**src/rtl/seq_pkg.sv**
```systemverilog
`timescale 1ns/1ps
package seq_pkg;
  localparam int HDR_W = 6;
  localparam logic [HDR_W-1:0] HDR_PAUSE = 6'h3D;
  localparam logic [HDR_W-1:0] HDR_WAIT  = 6'h3E;
  localparam logic [HDR_W-1:0] HDR_END   = 6'h3F;

  typedef enum logic [2:0] {
    ST_IDLE,
    ST_RUN,
    ST_PAUSE,
    ST_WAIT,
    ST_DONE
  } seq_state_e;
endpackage

```
**src/rtl/seq_regfile.sv**
```systemverilog
`timescale 1ns/1ps
module seq_regfile #(
  parameter int W     = 22,
  parameter int DEPTH = 16,
  localparam int AW   = $clog2(DEPTH)
) (
  input  logic          clk,
  input  logic          we,
  input  logic [AW-1:0] waddr,
  input  logic [W-1:0]  wdata,
  input  logic [AW-1:0] raddr,
  output logic [W-1:0]  rdata
);
  logic [W-1:0] mem [DEPTH];

  for (genvar i = 0; i < DEPTH; i++) begin : g_row
    logic row_en;
    assign row_en = we && (waddr == AW'(i));
    always_ff @(posedge clk) begin
      if (row_en) mem[i] <= wdata;
    end
  end

  assign rdata = mem[raddr];
endmodule

```
**src/rtl/seq_sync.sv**
```systemverilog
`timescale 1ns/1ps
module seq_sync #(
  parameter int STAGES = 2
) (
  input  logic clk,
  input  logic rst_n,
  input  logic d,
  output logic q
);
  logic [STAGES-1:0] sh_q;

  always_ff @(posedge clk or negedge rst_n) begin
    if (!rst_n) sh_q <= '0;
    else        sh_q <= {sh_q[STAGES-2:0], d};
  end

  assign q = sh_q[STAGES-1];
endmodule

```
**src/rtl/seq_ctrl.sv**
```systemverilog
`timescale 1ns/1ps
module seq_ctrl
  import seq_pkg::*;
#(
  parameter int DATA_W       = 16,
  parameter int SCRIPT_DEPTH = 16,
  localparam int ENT_W       = HDR_W + DATA_W,
  localparam int SA_W        = $clog2(SCRIPT_DEPTH),
  localparam int PC_W        = SA_W + 1
) (
  input  logic             clk,
  input  logic             rst_n,
  input  logic             start,
  input  logic             evt_s,
  input  logic [ENT_W-1:0] ent,
  output logic [SA_W-1:0]  rd_addr,
  output logic             start_acc,
  output logic             busy,
  output logic             done,
  output logic             tx_valid,
  output logic [ENT_W-1:0] tx_msg
);
  localparam logic [PC_W-1:0] PC_END = PC_W'(SCRIPT_DEPTH);

  seq_state_e        state_q, state_n;
  logic [PC_W-1:0]   pc_q, pc_n;
  logic              pc_en;
  logic [DATA_W-1:0] dcnt_q, dcnt_n;
  logic              dcnt_en;
  logic              txv_q, txv_n;
  logic              tx_load;
  logic [ENT_W-1:0]  txm_q;

  logic [HDR_W-1:0]  hdr;
  logic [DATA_W-1:0] fld;
  logic              at_end;

  assign hdr     = ent[ENT_W-1:DATA_W];
  assign fld     = ent[DATA_W-1:0];
  assign at_end  = (pc_q == PC_END);
  assign rd_addr = pc_q[SA_W-1:0];

  assign busy      = (state_q == ST_RUN) || (state_q == ST_PAUSE) || (state_q == ST_WAIT);
  assign done      = (state_q == ST_DONE);
  assign start_acc = start && !busy;

  // next-state logic
  always_comb begin
    state_n = state_q;
    pc_n    = pc_q;
    pc_en   = 1'b0;
    dcnt_n  = dcnt_q;
    dcnt_en = 1'b0;
    txv_n   = 1'b0;
    tx_load = 1'b0;
    unique case (state_q)
      ST_IDLE, ST_DONE: begin
        if (start) begin
          state_n = ST_RUN;
          pc_n    = '0;
          pc_en   = 1'b1;
        end
      end
      ST_RUN: begin
        if (at_end) begin
          state_n = ST_DONE;
        end else begin
          pc_n  = pc_q + PC_W'(1);
          pc_en = 1'b1;
          if (hdr == HDR_END) begin
            state_n = ST_DONE;
            pc_en   = 1'b0;
          end else if (hdr == HDR_PAUSE) begin
            state_n = ST_PAUSE;
            dcnt_n  = fld;
            dcnt_en = 1'b1;
          end else if (hdr == HDR_WAIT) begin
            state_n = ST_WAIT;
          end else begin
            txv_n   = 1'b1;
            tx_load = 1'b1;
          end
        end
      end
      ST_PAUSE: begin
        if (dcnt_q == '0) begin
          state_n = ST_RUN;
        end else begin
          dcnt_n  = dcnt_q - DATA_W'(1);
          dcnt_en = 1'b1;
        end
      end
      ST_WAIT: begin
        if (evt_s) state_n = ST_RUN;
      end
      default: state_n = ST_IDLE;
    endcase
  end

  // registers
  always_ff @(posedge clk or negedge rst_n) begin
    if (!rst_n) begin
      state_q <= ST_IDLE;
      pc_q    <= '0;
      dcnt_q  <= '0;
      txv_q   <= 1'b0;
      txm_q   <= '0;
    end else begin
      state_q <= state_n;
      txv_q   <= txv_n;
      if (pc_en)   pc_q   <= pc_n;
      if (dcnt_en) dcnt_q <= dcnt_n;
      if (tx_load) txm_q  <= ent;
    end
  end

  assign tx_valid = txv_q;
  assign tx_msg   = txm_q;
endmodule

```
**src/rtl/seq_log.sv**
```systemverilog
`timescale 1ns/1ps
module seq_log #(
  parameter int ENT_W     = 22,
  parameter int LOG_DEPTH = 8,
  localparam int LA_W     = $clog2(LOG_DEPTH),
  localparam int CNT_W    = LA_W + 1
) (
  input  logic             clk,
  input  logic             rst_n,
  input  logic             clr,
  input  logic             rx_valid,
  input  logic [ENT_W-1:0] rx_msg,
  input  logic [LA_W-1:0]  raddr,
  output logic [ENT_W-1:0] rdata,
  output logic [CNT_W-1:0] count,
  output logic             ovf
);
  localparam logic [CNT_W-1:0] FULL = CNT_W'(LOG_DEPTH);

  logic [CNT_W-1:0] cnt_q, cnt_n;
  logic             cnt_en;
  logic             ovf_q, ovf_n;
  logic             ovf_en;
  logic             full;
  logic             wr_en;
  logic [LA_W-1:0]  wr_addr;

  assign full    = (cnt_q == FULL);
  assign wr_en   = rx_valid && (clr || !full);
  assign wr_addr = clr ? '0 : cnt_q[LA_W-1:0];

  always_comb begin
    cnt_n  = cnt_q;
    cnt_en = 1'b0;
    ovf_n  = ovf_q;
    ovf_en = 1'b0;
    if (clr) begin
      cnt_n  = rx_valid ? CNT_W'(1) : '0;
      cnt_en = 1'b1;
      ovf_n  = 1'b0;
      ovf_en = 1'b1;
    end else if (rx_valid) begin
      if (full) begin
        ovf_n  = 1'b1;
        ovf_en = 1'b1;
      end else begin
        cnt_n  = cnt_q + CNT_W'(1);
        cnt_en = 1'b1;
      end
    end
  end

  always_ff @(posedge clk or negedge rst_n) begin
    if (!rst_n) begin
      cnt_q <= '0;
      ovf_q <= 1'b0;
    end else begin
      if (cnt_en) cnt_q <= cnt_n;
      if (ovf_en) ovf_q <= ovf_n;
    end
  end

  seq_regfile #(.W(ENT_W), .DEPTH(LOG_DEPTH)) u_mem (
    .clk   (clk),
    .we    (wr_en),
    .waddr (wr_addr),
    .wdata (rx_msg),
    .raddr (raddr),
    .rdata (rdata)
  );

  assign count = cnt_q;
  assign ovf   = ovf_q;
endmodule

```
**src/rtl/dbg_script_seq.sv**
```systemverilog
`timescale 1ns/1ps
module dbg_script_seq
  import seq_pkg::*;
#(
  parameter int DATA_W       = 16,
  parameter int SCRIPT_DEPTH = 16,
  parameter int LOG_DEPTH    = 8,
  parameter int SYNC_STAGES  = 2,
  localparam int ENT_W       = HDR_W + DATA_W,
  localparam int SA_W        = $clog2(SCRIPT_DEPTH),
  localparam int LA_W        = $clog2(LOG_DEPTH),
  localparam int CNT_W       = LA_W + 1
) (
  input  logic             clk,
  input  logic             rst_n,
  input  logic             start,
  output logic             busy,
  output logic             done,
  input  logic             ld_en,
  input  logic [SA_W-1:0]  ld_addr,
  input  logic [ENT_W-1:0] ld_data,
  input  logic             evt_in,
  output logic             tx_valid,
  output logic [ENT_W-1:0] tx_msg,
  input  logic             rx_valid,
  input  logic [ENT_W-1:0] rx_msg,
  input  logic [LA_W-1:0]  log_raddr,
  output logic [ENT_W-1:0] log_rdata,
  output logic [CNT_W-1:0] log_count,
  output logic             log_ovf
);
  logic [SA_W-1:0]  scr_raddr;
  logic [ENT_W-1:0] scr_ent;
  logic             evt_s;
  logic             start_acc;

  seq_regfile #(.W(ENT_W), .DEPTH(SCRIPT_DEPTH)) u_script (
    .clk   (clk),
    .we    (ld_en),
    .waddr (ld_addr),
    .wdata (ld_data),
    .raddr (scr_raddr),
    .rdata (scr_ent)
  );

  seq_sync #(.STAGES(SYNC_STAGES)) u_evt_sync (
    .clk   (clk),
    .rst_n (rst_n),
    .d     (evt_in),
    .q     (evt_s)
  );

  seq_ctrl #(.DATA_W(DATA_W), .SCRIPT_DEPTH(SCRIPT_DEPTH)) u_ctrl (
    .clk       (clk),
    .rst_n     (rst_n),
    .start     (start),
    .evt_s     (evt_s),
    .ent       (scr_ent),
    .rd_addr   (scr_raddr),
    .start_acc (start_acc),
    .busy      (busy),
    .done      (done),
    .tx_valid  (tx_valid),
    .tx_msg    (tx_msg)
  );

  seq_log #(.ENT_W(ENT_W), .LOG_DEPTH(LOG_DEPTH)) u_log (
    .clk      (clk),
    .rst_n    (rst_n),
    .clr      (start_acc),
    .rx_valid (rx_valid),
    .rx_msg   (rx_msg),
    .raddr    (log_raddr),
    .rdata    (log_rdata),
    .count    (log_count),
    .ovf      (log_ovf)
  );
endmodule

```
**config.mk**
```make
export PLATFORM = sky130hd
export DESIGN_NAME = dbg_script_seq
export DESIGN_NICKNAME = d
export VERILOG_FILES = /design/src/rtl/seq_pkg.sv /design/src/rtl/seq_regfile.sv /design/src/rtl/seq_sync.sv /design/src/rtl/seq_ctrl.sv /design/src/rtl/seq_log.sv /design/src/rtl/dbg_script_seq.sv
export SDC_FILE = /design/constraint.sdc
export NUM_CORES = 1
export LEC_CHECK = 0
export BUFFER_PORTS_ARGS = -buffer_cell sky130_fd_sc_hd__buf_2
export CAP_MARGIN = 20
export CORE_UTILIZATION = 57
export CTS_CLUSTER_SIZE = 14
export DETAILED_ROUTE_END_ITERATION = 8
export PLACE_DENSITY = 0.75
export REMOVE_ABC_BUFFERS = 1
export SLEW_MARGIN = 5
export SYNTH_ARGS = -nofsm -noshare
export SYNTH_HDL_FRONTEND = slang
export SYNTH_SLANG_ARGS = --single-unit
```
**constraint.sdc**
```tcl
create_clock -name clk -period 8.31 [get_ports clk]
set_input_delay 0.831 -clock clk [delete_from_list [all_inputs] [get_ports clk]]
set_output_delay 0.831 -clock clk [all_outputs]
set_load 0.1 [all_outputs]
```
==> flow_summary_export.csv, run 1 <==
group,metric,value,unit
setup_path,path_class,"reg -> reg",
yosys,yosys_warnings,0,
cts,clock_latency,600,ps
yosys,synthMostInstantiatedCell,"edfxtp_1",
setup_path,path_max_fanout,48,
min_path,worstHoldPathType,"in -> reg",
timing,final.period_utilization,50.4,%
timing,slew_headroom,28.5,%
power_and_ir_drop,peakVddDrop,0.000238,V
setup_path,slowest_delay,1020,ps
yosys,synth_area_per_cell,21.8,um^2
final_layout,stdcell_area,25700,um^2
placed_design,place_ws,4010,ps
timing,drv_slew,0,
die,die_y,201,um
routing,avgRoutedWirePerCell,25.9,um
setup_path,crit_slowest_cell,"dfrtp_4",
timing,min_period,4190,ps
outcome,status,"completed",
global_route,grt.total_usage,23.1,%
final_layout,post-route-util,66.1,%
yosys,synth_common_cells,"528 x edfxtp_1, 148 x mux4_2, 54 x dfrtp_1, 43 x nand2_1, 36 x mux2_2",
yosys,synth_top_area_share,70.0,%
setup_path,cp-start-kind,"register",
global_route,grt_pass1_vias,11247,
routing,via_count,10587,
final_layout,n_fill_cell,2523,
cts,numCtsBuffers,56,
final_layout,insertedDiodeCount,0,
setup_path,required,8780,ps
cts,clock_sinks,582,
routing,firstDrtPassIters,4,
placed_design,post_dp_cell_area,23900,um^2
timing,fin_tns_setup,0,ps
timing,max_slew.worst_pin.slew,1070,ps
power_and_ir_drop,p_sw,2.83,mW
timing,finClkSkew,13.9,ps
die,initial_utilization,58.2,%
cts,post-cts-setup-buffer-count,0,
power_and_ir_drop,p_leak,8.65,nW
power_and_ir_drop,switching_share,32.3,%
cts,cts.repair.resized,0,
placed_design,port_buffers,108,
setup_path,cp-end-kind,"register",
timing,fin_hold_ws,337,ps
setup_path,crit_arrival,4660,ps
power_and_ir_drop,power_frac_comb,28.8,%
die,dieArea,40600,um^2
power_and_ir_drop,fin_total_pwr,8.79,mW
global_route,grt_overflow,0,
yosys,synth_seq_cells,582,
routing,wl,45200,um
timing,finalHoldViolations,0,
yosys,async_reset_ff_share,9.28,%
power_and_ir_drop,clkPwrFrac,28.7,%
yosys,synth_area_leaders,"edfxtp_1 70%, mux4_2 15%, dfrtp_1 6.0%",
final_layout,fin_cells,1747,
run,max-cap-violations,0,
placed_design,place_congestion,0.751,
yosys,synthCells,1040,
cts,cts_root_buf,"clkbuf_16",
cts,cts_buffer_depth,3,
cts,cts_tree,"built",
yosys,ys_seq_area_share,75.9,%
global_route,grt_pass1_wl,68500,um
final_layout,fin_nets,1247,
cts,cts_hold_buf,0,
timing,setup_ws,4120,ps
routing,route.detailed.drc,0,
placed_design,place_inst,1645,
die,fp.coreArea,38900,um^2
routing,post_drt_via_cell_ratio,6.06,
power_and_ir_drop,power.density,342,nW/um^2
global_route,grt_max_degree,55,
timing,setup_viol,0,
timing,fmax,239,MHz
die,row_count,72,
die,dieWidth,201,um
placed_design,dpl.hpwl,25000,um
yosys,synth_flop_cell,"edfxtp_1",
cts,path_clk_slew,60,ps
setup_path,crit_chain,"buf_4 -> mux4_2 -> a22oi_1 -> nand2_1 -> o21a_1 -> or2_2 -> mux2_1",
die,io_pins,109,
power_and_ir_drop,p_int,5.95,mW
routing,drt_iter0_drc,775,
setup_path,path_delay_family,"multiplexers",
yosys,synth_edf_count,528,
final_layout,drive_above_1_share,36.0,%
routing,detail-route-antenna-nets,0,
yosys,synthesis.area,22700,um^2
global_route,antenna_found_initial,1,
setup_path,crit_buf_inv,1,
final_layout,syn_to_final_growth,13.5,%
yosys,ys_types,42,
timing,rsz0062_at_grt,"false",
cts,h-tree-depth,2,
yosys,yosysTopAreaCell,"edfxtp_1",
power_and_ir_drop,p_seq_share,42.5,%
-- worst register-to-register path: stages (launching register included) --
cell     delay [ps]
dfrtp_4        1020
buf_4           880
mux4_2          610
a22oi_1         160
nand2_1         140
o21a_1          200
or2_2           600
mux2_1          460
-- cells in the final DEF (no fill, tap or decap), types with 7 or more instances in the layout --
cell type / count
bufinv_16: 7
nand2_1: 43
o21ai_0: 15
a22oi_1: 12
buf_2: 108
nor2_2: 13
xor2_1: 7
clkbuf_1: 15
nor2_1: 16
clkinv_2: 10
xnor2_1: 12
mux2_2: 36
clkinv_1: 9
inv_1: 9
clkbuf_16: 57
mux2_4: 17
dfrtp_1: 52
buf_4: 26
nand3b_1: 7
mux4_2: 148
a21oi_1: 11
nor3_1: 8
edfxtp_1: 528
-- power by group through the flow --
| stage | clock [mW] | sequential (mW) | combinational (mW) |
|---|---|---|---|
| after floorplan | 0 | 4.30 | 1.50 |
| after global placement | 0 | 3.78 | 2.50 |
| after detailed placement | 0 | 3.80 | 2.55 |
| after CTS | 2.57 | 3.74 | 2.56 |
| after global routing | 2.67 | 3.77 | 2.69 |
| final | 2.52 | 3.73 | 2.53 |
-- flip-flops by register name (all words and copies together), names as in the netlist --
register and cells:
u_ctrl.dcnt_q 16, u_ctrl.pc_q 5, u_ctrl.state_q 3, u_ctrl.tx_msg 22, u_ctrl.tx_valid 1, u_evt_sync.sh_q 2, u_log.count 4, u_log.ovf 1
u_log.u_mem.mem 176, u_script.mem 352
-- cell type report --
type	instances	area [um^2]	area share (%)
Sequential cell	582	17200	66.9
Multi-Input combinational cell	402	5280	20.5
Clock buffer	73	1500	5.82
Timing Repair Buffer	134	736	2.86
Tap cell	518	648	2.52
Clock inverter	29	319	1.24
Inverter	9	33.8	0.131
-- routing by layer --
metal  GRT usage (%)  vias to the layer above  part of all wire [%]
met5               0                        -                 0.027
met4            7.28                        2                   2.1
met3            4.32                       66                   6.1
met2            39.2                      366                    52
met1            30.6                     5558                    39
li1                -                     4595                     -
-- cell families after synthesis --
kind of cell	share of synthesized area, %
flops	75.9
mux	18.0
simple gates	2.56
buf+inv	1.21
compound gates	1.32
xor+xnor	0.734
fa+ha+maj	0.276
-- final timing paths --
path                                              start                           end  slack, ps  cells past startpoint
setup / recovery             u_ctrl.pc_q[0]$_DFFE_PN0P_  u_ctrl.tx_msg[4]$_DFFE_PN0P_       4120                      7
hold / removal                                   evt_in  u_evt_sync.sh_q[0]$_DFF_PN0_        340                      1
setup reg to reg             u_ctrl.pc_q[0]$_DFFE_PN0P_  u_ctrl.tx_msg[4]$_DFFE_PN0P_       4120                      7
hold reg to reg            u_evt_sync.sh_q[0]$_DFF_PN0_  u_evt_sync.sh_q[1]$_DFF_PN0_        360                      0
max in group asynchronous                         rst_n    u_ctrl.pc_q[1]$_DFFE_PN0P_       7410                      2
min in group asynchronous                         rst_n    u_log.count[3]$_DFFE_PN0P_        360                      2
No activity file was read; power rests on OpenSTA's default activity.
==> run 2, diff against run 1 <==
--- a/config.mk
+++ b/config.mk
@@ -7,7 +7,7 @@
 export LEC_CHECK = 0
 export BUFFER_PORTS_ARGS = -buffer_cell sky130_fd_sc_hd__buf_2
 export CAP_MARGIN = 20
-export CORE_UTILIZATION = 57
+export CORE_UTILIZATION = 55
 export CTS_CLUSTER_SIZE = 14
 export DETAILED_ROUTE_END_ITERATION = 8
 export PLACE_DENSITY = 0.75
==> constraint.sdc (replaced) <==
create_clock -name clk -period 3.8 [get_ports clk]
set_input_delay 0.38 -clock clk [delete_from_list [all_inputs] [get_ports clk]]
set_output_delay 0.38 -clock clk [all_outputs]
set_load 0.1 [all_outputs]
==> run 2 against run 1 <==
  * Non-clock buffer count is 16 higher
  * Core utilization is 1.3 points lower
  * Final cell count rose by 1.5%
  * Global-route usage decreased by 1.2 points
  * Power is 120% higher
  * Hold slack worse by 290 ps
  * Register-to-register slack worse by 3700 ps
  * Clock-buffer cell count shrank 2
  * Die area grew 3.6%
==> flow_summary_export.csv, run 2 (synthesis results as in run 1) <==
group,metric,value,unit
timing,fmax,298,MHz
setup_path,path_max_fanout,26,
routing,wl,44500,um
cts,cts_root_buf,"clkbuf_16",
timing,rsz0062_at_grt,"false",
setup_path,crit_arrival,3830,ps
final_layout,largest_reg_flops,352,
global_route,grt_max_degree,45,
timing,setup_ws,445,ps
die,row_count,73,
cts,clock_sinks,582,
routing,via_count,10687,
run,max-cap-violations,0,
die,io_pins,109,
timing,finalHoldViolations,0,
placed_design,place_ws,453,ps
routing,drt_iter0_drc,831,
routing,post_drt_via_cell_ratio,6.02,
power_and_ir_drop,fin_total_pwr,19.5,mW
timing,setup_viol,0,
routing,route.detailed.drc,0,
cts,numCtsBuffers,56,
power_and_ir_drop,p_leak,8.82,nW
cts,clock_latency,620,ps
timing,slew_headroom,43.1,%
setup_path,cp-start-kind,"register",
die,fp.coreArea,40200,um^2
cts,cts.repair.resized,0,
setup_path,crit_slowest_cell,"dfrtp_4",
die,dieWidth,205,um
final_layout,regMostFlops,"u_script.mem",
setup_path,path_delay_family,"simple AND/OR/NAND/NOR gates",
final_layout,layout_common_cells,"528 x edfxtp_1, 148 x mux4_2, 108 x buf_2, 57 x clkbuf_16, 52 x dfrtp_1",
cts,h-tree-depth,2,
setup_path,crit_buf_inv,0,
routing,detail-route-antenna-nets,0,
final_layout,final_common_cell,"edfxtp_1",
cts,cts_hold_buf,3,
timing,final.period_utilization,88.3,%
cts,path_clk_slew,60,ps
setup_path,slowest_delay,760,ps
global_route,grt_pass1_wl,67200,um
min_path,worstHoldPathType,"in -> reg",
cts,cts_tree,"built",
cts,post-cts-setup-buffer-count,0,
setup_path,cp-end-kind,"register",
power_and_ir_drop,peakVddDrop,0.000682,V
outcome,status,"completed",
timing,drv_slew,0,
placed_design,dpl.hpwl,25200,um
final_layout,n_fill_cell,2613,
global_route,antenna_found_initial,3,
placed_design,port_buffers,108,
setup_path,required,4280,ps
final_layout,drive_above_1_share,37.6,%
routing,avgRoutedWirePerCell,25.1,um
die,initial_utilization,56.4,%
global_route,grt.total_usage,21.9,%
power_and_ir_drop,power.density,750,nW/um^2
cts,cts_buffer_depth,3,
final_layout,syn_to_final_growth,14.9,%
setup_path,crit_chain,"mux4_2 -> a22oi_1 -> nand2_1 -> and4_1 -> o21a_1 -> or2_2 -> mux2_1",
timing,finClkSkew,27.7,ps
die,dieArea,42000,um^2
final_layout,post-route-util,64.8,%
global_route,grt_pass1_vias,11110,
setup_path,path_class,"reg -> reg",
global_route,grt_overflow,0,
routing,firstDrtPassIters,5,
timing,min_period,3350,ps
placed_design,place_congestion,0.749,
die,die_y,205,um
timing,max_slew.worst_pin.slew,853,ps
final_layout,fin_nets,1263,
==> run 2: routing by layer <==
metal	wire, um	global-route usage (%)	vias up
met1	18100	29.5	5616
met2	22200	36.2	343
met4	1260	7.70	4
met3	2820	3.91	99
met5	24	0	-
li1	-	-	4625
==> run 2: cell type report <==
cell class | count | area, um^2 | share of cell area, %
clock inverter | 34 | 437 | 1.68
tap | 525 | 657 | 2.52
clock buffer | 71 | 1530 | 5.87
inverter | 9 | 33.8 | 0.130
multi-input combinational | 402 | 5260 | 20.2
antenna | 1 | 2.50 | 0.00961
sequential | 582 | 17200 | 66.1
timing repair buffer | 150 | 913 | 3.51
==> run 2: through the flow <==
step	setup TNS, ps	area [um^2]	hold slack, ps	std cells
3_3_place_gp	0	24000	351	1664
2_1_floorplan	-133660	22400	84.4	993
5_1_grt	0	26000	18.0	1774
6_report	0	26000	42.3	1774
4_1_cts	0	26000	1.64	1772
3_5_place_dp	0	24000	353	1664
==> run 2: worst paths after layout <==
check                                              from                                to  slack (ps)  depth (start not counted)
min                                          rx_msg[14]  u_log.u_mem.mem[3][14]$_DFFE_PP_          40                          1
max                          u_ctrl.pc_q[0]$_DFFE_PN0P_      u_ctrl.tx_msg[4]$_DFFE_PN0P_         450                          7
min in group asynchronous                         rst_n        u_log.count[1]$_DFFE_PN0P_         160                          2
max in group asynchronous                         rst_n      u_ctrl.tx_msg[4]$_DFFE_PN0P_        2890                          4
max reg2reg                  u_ctrl.pc_q[0]$_DFFE_PN0P_      u_ctrl.tx_msg[4]$_DFFE_PN0P_         450                          7
min reg2reg                u_evt_sync.sh_q[0]$_DFF_PN0_      u_evt_sync.sh_q[1]$_DFF_PN0_         360                          0
==> run 2: power by group <==
group | leakage [nW] | internal (mW) | switching (mW)
combinational | 2.41 | 2.23 | 3.43
clock | 0.969 | 3.47 | 2.34
sequential | 5.44 | 7.60 | 0.450
total | 8.82 | 13.3 | 6.22
==> run 3, diff against run 2 <==
--- a/config.mk
+++ b/config.mk
@@ -10,7 +10,7 @@
 export CORE_UTILIZATION = 55
 export CTS_CLUSTER_SIZE = 14
 export DETAILED_ROUTE_END_ITERATION = 8
-export PLACE_DENSITY = 0.75
+export PLACE_DENSITY = 0.8
 export REMOVE_ABC_BUFFERS = 1
 export SLEW_MARGIN = 5
 export SYNTH_ARGS = -nofsm -noshare
==> run 3 against run 2 <==
  * First-iteration DRC count up 13%
  * Sequential power is 0.6% higher
  * Critical path type unchanged
  * Critical path depth increased by 1
  * Setup slack worse by 4.7 ps
  * Core utilization down 0.44 points
  * Final cell count down 0.17%
  * Via count grew 0.97%
  * Fmax is 0.14% lower
  * Combinational power grew 1%
  * Register-to-register slack about the same
  * Sequential cell count unchanged
==> flow_summary_export.csv, run 3 (synthesis results as in run 1) <==
group,metric,value,unit
outcome,status,"completed",
routing,post_drt_via_cell_ratio,6.09,
min_path,min_to,"u_ctrl.pc_q[4]$_DFFE_PN0P_",
setup_path,cp-end-kind,"register",
cts,numCtsBuffers,56,
final_layout,final_common_cell,"edfxtp_1",
power_and_ir_drop,power.density,743,nW/um^2
setup_path,crit_arrival,3830,ps
cts,cts_root_buf,"clkbuf_16",
setup_path,rr_endpoint,"u_ctrl.tx_msg[4]$_DFFE_PN0P_",
die,dieArea,42000,um^2
cts,cts_tree,"built",
cts,path_clk_slew,60,ps
die,die_y,205,um
timing,setup_viol,0,
power_and_ir_drop,p_int,12.9,mW
timing,min_period,3360,ps
global_route,grt_overflow,0,
die,row_count,73,
cts,cts_buffer_depth,3,
global_route,grt.total_usage,22.7,%
setup_path,crit_slowest_cell,"dfrtp_4",
global_route,antenna_found_initial,2,
setup_path,cp-start-kind,"register",
global_route,grt_pass1_wl,68700,um
placed_design,place_inst,1664,
setup_path,required,4270,ps
routing,detail-route-antenna-nets,0,
setup_path,r2r_start,"u_ctrl.pc_q[0]$_DFFE_PN0P_",
power_and_ir_drop,power_frac_comb,29.8,%
setup_path,slowest_delay,760,ps
global_route,grt_pass1_vias,11318,
final_layout,stdcell_area,25900,um^2
placed_design,place_ws,451,ps
timing,fmax,298,MHz
power_and_ir_drop,p_seq_share,42.2,%
power_and_ir_drop,switching_share,32.8,%
timing,max_slew.worst_pin.slew,978,ps
setup_path,crit_chain,"mux4_2 -> a22oi_1 -> nand2_1 -> and4_1 -> o21a_1 -> or2_2 -> buf_12 -> mux2_1",
final_layout,syn_to_final_growth,14.1,%
routing,drt_iter0_drc,941,
placed_design,dpl.hpwl,26000,um
timing,finalHoldViolations,0,
cts,clock_latency,630,ps
power_and_ir_drop,p_sw,6.30,mW
die,dieWidth,205,um
placed_design,post_dp_cell_area,24000,um^2
final_layout,fin_cells,1771,
cts,h-tree-depth,2,
min_path,hold_path_depth,2,
power_and_ir_drop,clkPwrFrac,28.0,%
routing,avgRoutedWirePerCell,26.1,um
routing,wl,46200,um
timing,setup_ws,441,ps
placed_design,place_congestion,0.779,
die,io_pins,109,
timing,finClkSkew,47.2,ps
timing,slew_headroom,34.7,%
power_and_ir_drop,p_leak,8.73,nW
routing,firstDrtPassIters,5,
final_layout,largest_reg_flops,352,
final_layout,insertedDiodeCount,0,
power_and_ir_drop,peakVddDrop,0.000685,V
setup_path,worstRegToRegCells,8,
min_path,worstHoldPathType,"in -> reg",
timing,final.period_utilization,88.4,%
run,max-cap-violations,0,
setup_path,path_max_fanout,26,
final_layout,fin_nets,1261,
final_layout,regMostFlops,"u_script.mem",
timing,drv_slew,0,
placed_design,port_buffers,108,
min_path,hp-start,"start",
timing,rsz0062_at_grt,"false",
die,initial_utilization,56.4,%
setup_path,r2r_slack,440,ps
cts,clock_sinks,582,
setup_path,path_class,"reg -> reg",
routing,route.detailed.drc,0,
final_layout,drive_above_1_share,36.9,%
global_route,grt_max_degree,59,
final_layout,layout_common_cells,"528 x edfxtp_1, 148 x mux4_2, 108 x buf_2, 56 x clkbuf_16, 52 x dfrtp_1",
die,fp.coreArea,40200,um^2
routing,via_count,10791,
-- run 3: per-layer routing --
metal	global-route usage, %	wire (um)
met1	29.2	17900
met2	39.0	24000
met3	3.74	2930
met4	8.44	1250
met5	0	28
-- run 3: final cells by class --
class                   count  area [um^2]
inverters                   9         33.8
well taps                 525          657
flip-flops and latches    582        17200
fillers                  2571        14300
multi-input cells         402         5260
repair buffers            148          896
clock inverters            42          375
clock buffers              63         1430
-- run 3: metrics by stage --
step / total power, mW / utilization, % / hold WS (ps) / setup TNS (ps)
6_report: 19.2 / 64.4 / 31.2 / 0
5_1_grt: 19.9 / 64.4 / 16.0 / 0
4_1_cts: 19.4 / 64.4 / 1.90 / 0
3_5_place_dp: 14.0 / 59.8 / 352 / 0
3_3_place_gp: 13.8 / 59.8 / 343 / 0
2_1_floorplan: 12.7 / - / 84.4 / -133660
-- run 3: what timing repair did --
action | 4_1_cts | 5_1_grt
hold endpoints to repair | 21 | 0
hold buffers | 2 | 0
resized for setup | 0 | 0
buffers inserted | 0 | 0
-- run 3: how the worst max path moves through the flow --
stage | start | to | slack, ps | cells past startpoint
6_report | u_ctrl.pc_q[0]$_DFFE_PN0P_ | u_ctrl.tx_msg[4]$_DFFE_PN0P_ | 440 | 8
2_1_floorplan | u_ctrl.pc_q[0]$_DFFE_PN0P_ | u_ctrl.tx_msg[10]$_DFFE_PN0P_ | -2220 | 7
4_1_cts | u_ctrl.pc_q[0]$_DFFE_PN0P_ | u_ctrl.dcnt_q[8]$_DFFE_PN0P_ | 400 | 7
3_3_place_gp | u_ctrl.pc_q[0]$_DFFE_PN0P_ | u_ctrl.dcnt_q[8]$_DFFE_PN0P_ | 550 | 7
3_5_place_dp | u_ctrl.pc_q[0]$_DFFE_PN0P_ | u_ctrl.dcnt_q[8]$_DFFE_PN0P_ | 450 | 7
5_1_grt | u_ctrl.pc_q[0]$_DFFE_PN0P_ | u_ctrl.dcnt_q[7]$_DFFE_PN0P_ | 210 | 7
-- run 3: power groups by stage --
stage                     Clock, mW  Sequential, mW  Combinational (mW)
after CTS                      5.48            8.12                5.78
after global placement            0            8.20                5.60
final                          5.39            8.10                5.72
after detailed placement          0            8.24                5.72
after global routing           5.68            8.17                6.05
after floorplan                   0            9.39                3.27
-- run 3: worst max-delay path: cells and delay by family, from the launching register on --
| kind | cells | cell delay [ps] |
|---|---|---|
| buffers and inverters | 1 | 230 |
| AND/OR/NAND/NOR | 3 | 880 |
| flip-flops | 1 | 760 |
| AO/OA/AOI/OAI | 2 | 420 |
| multiplexers | 2 | 900 |
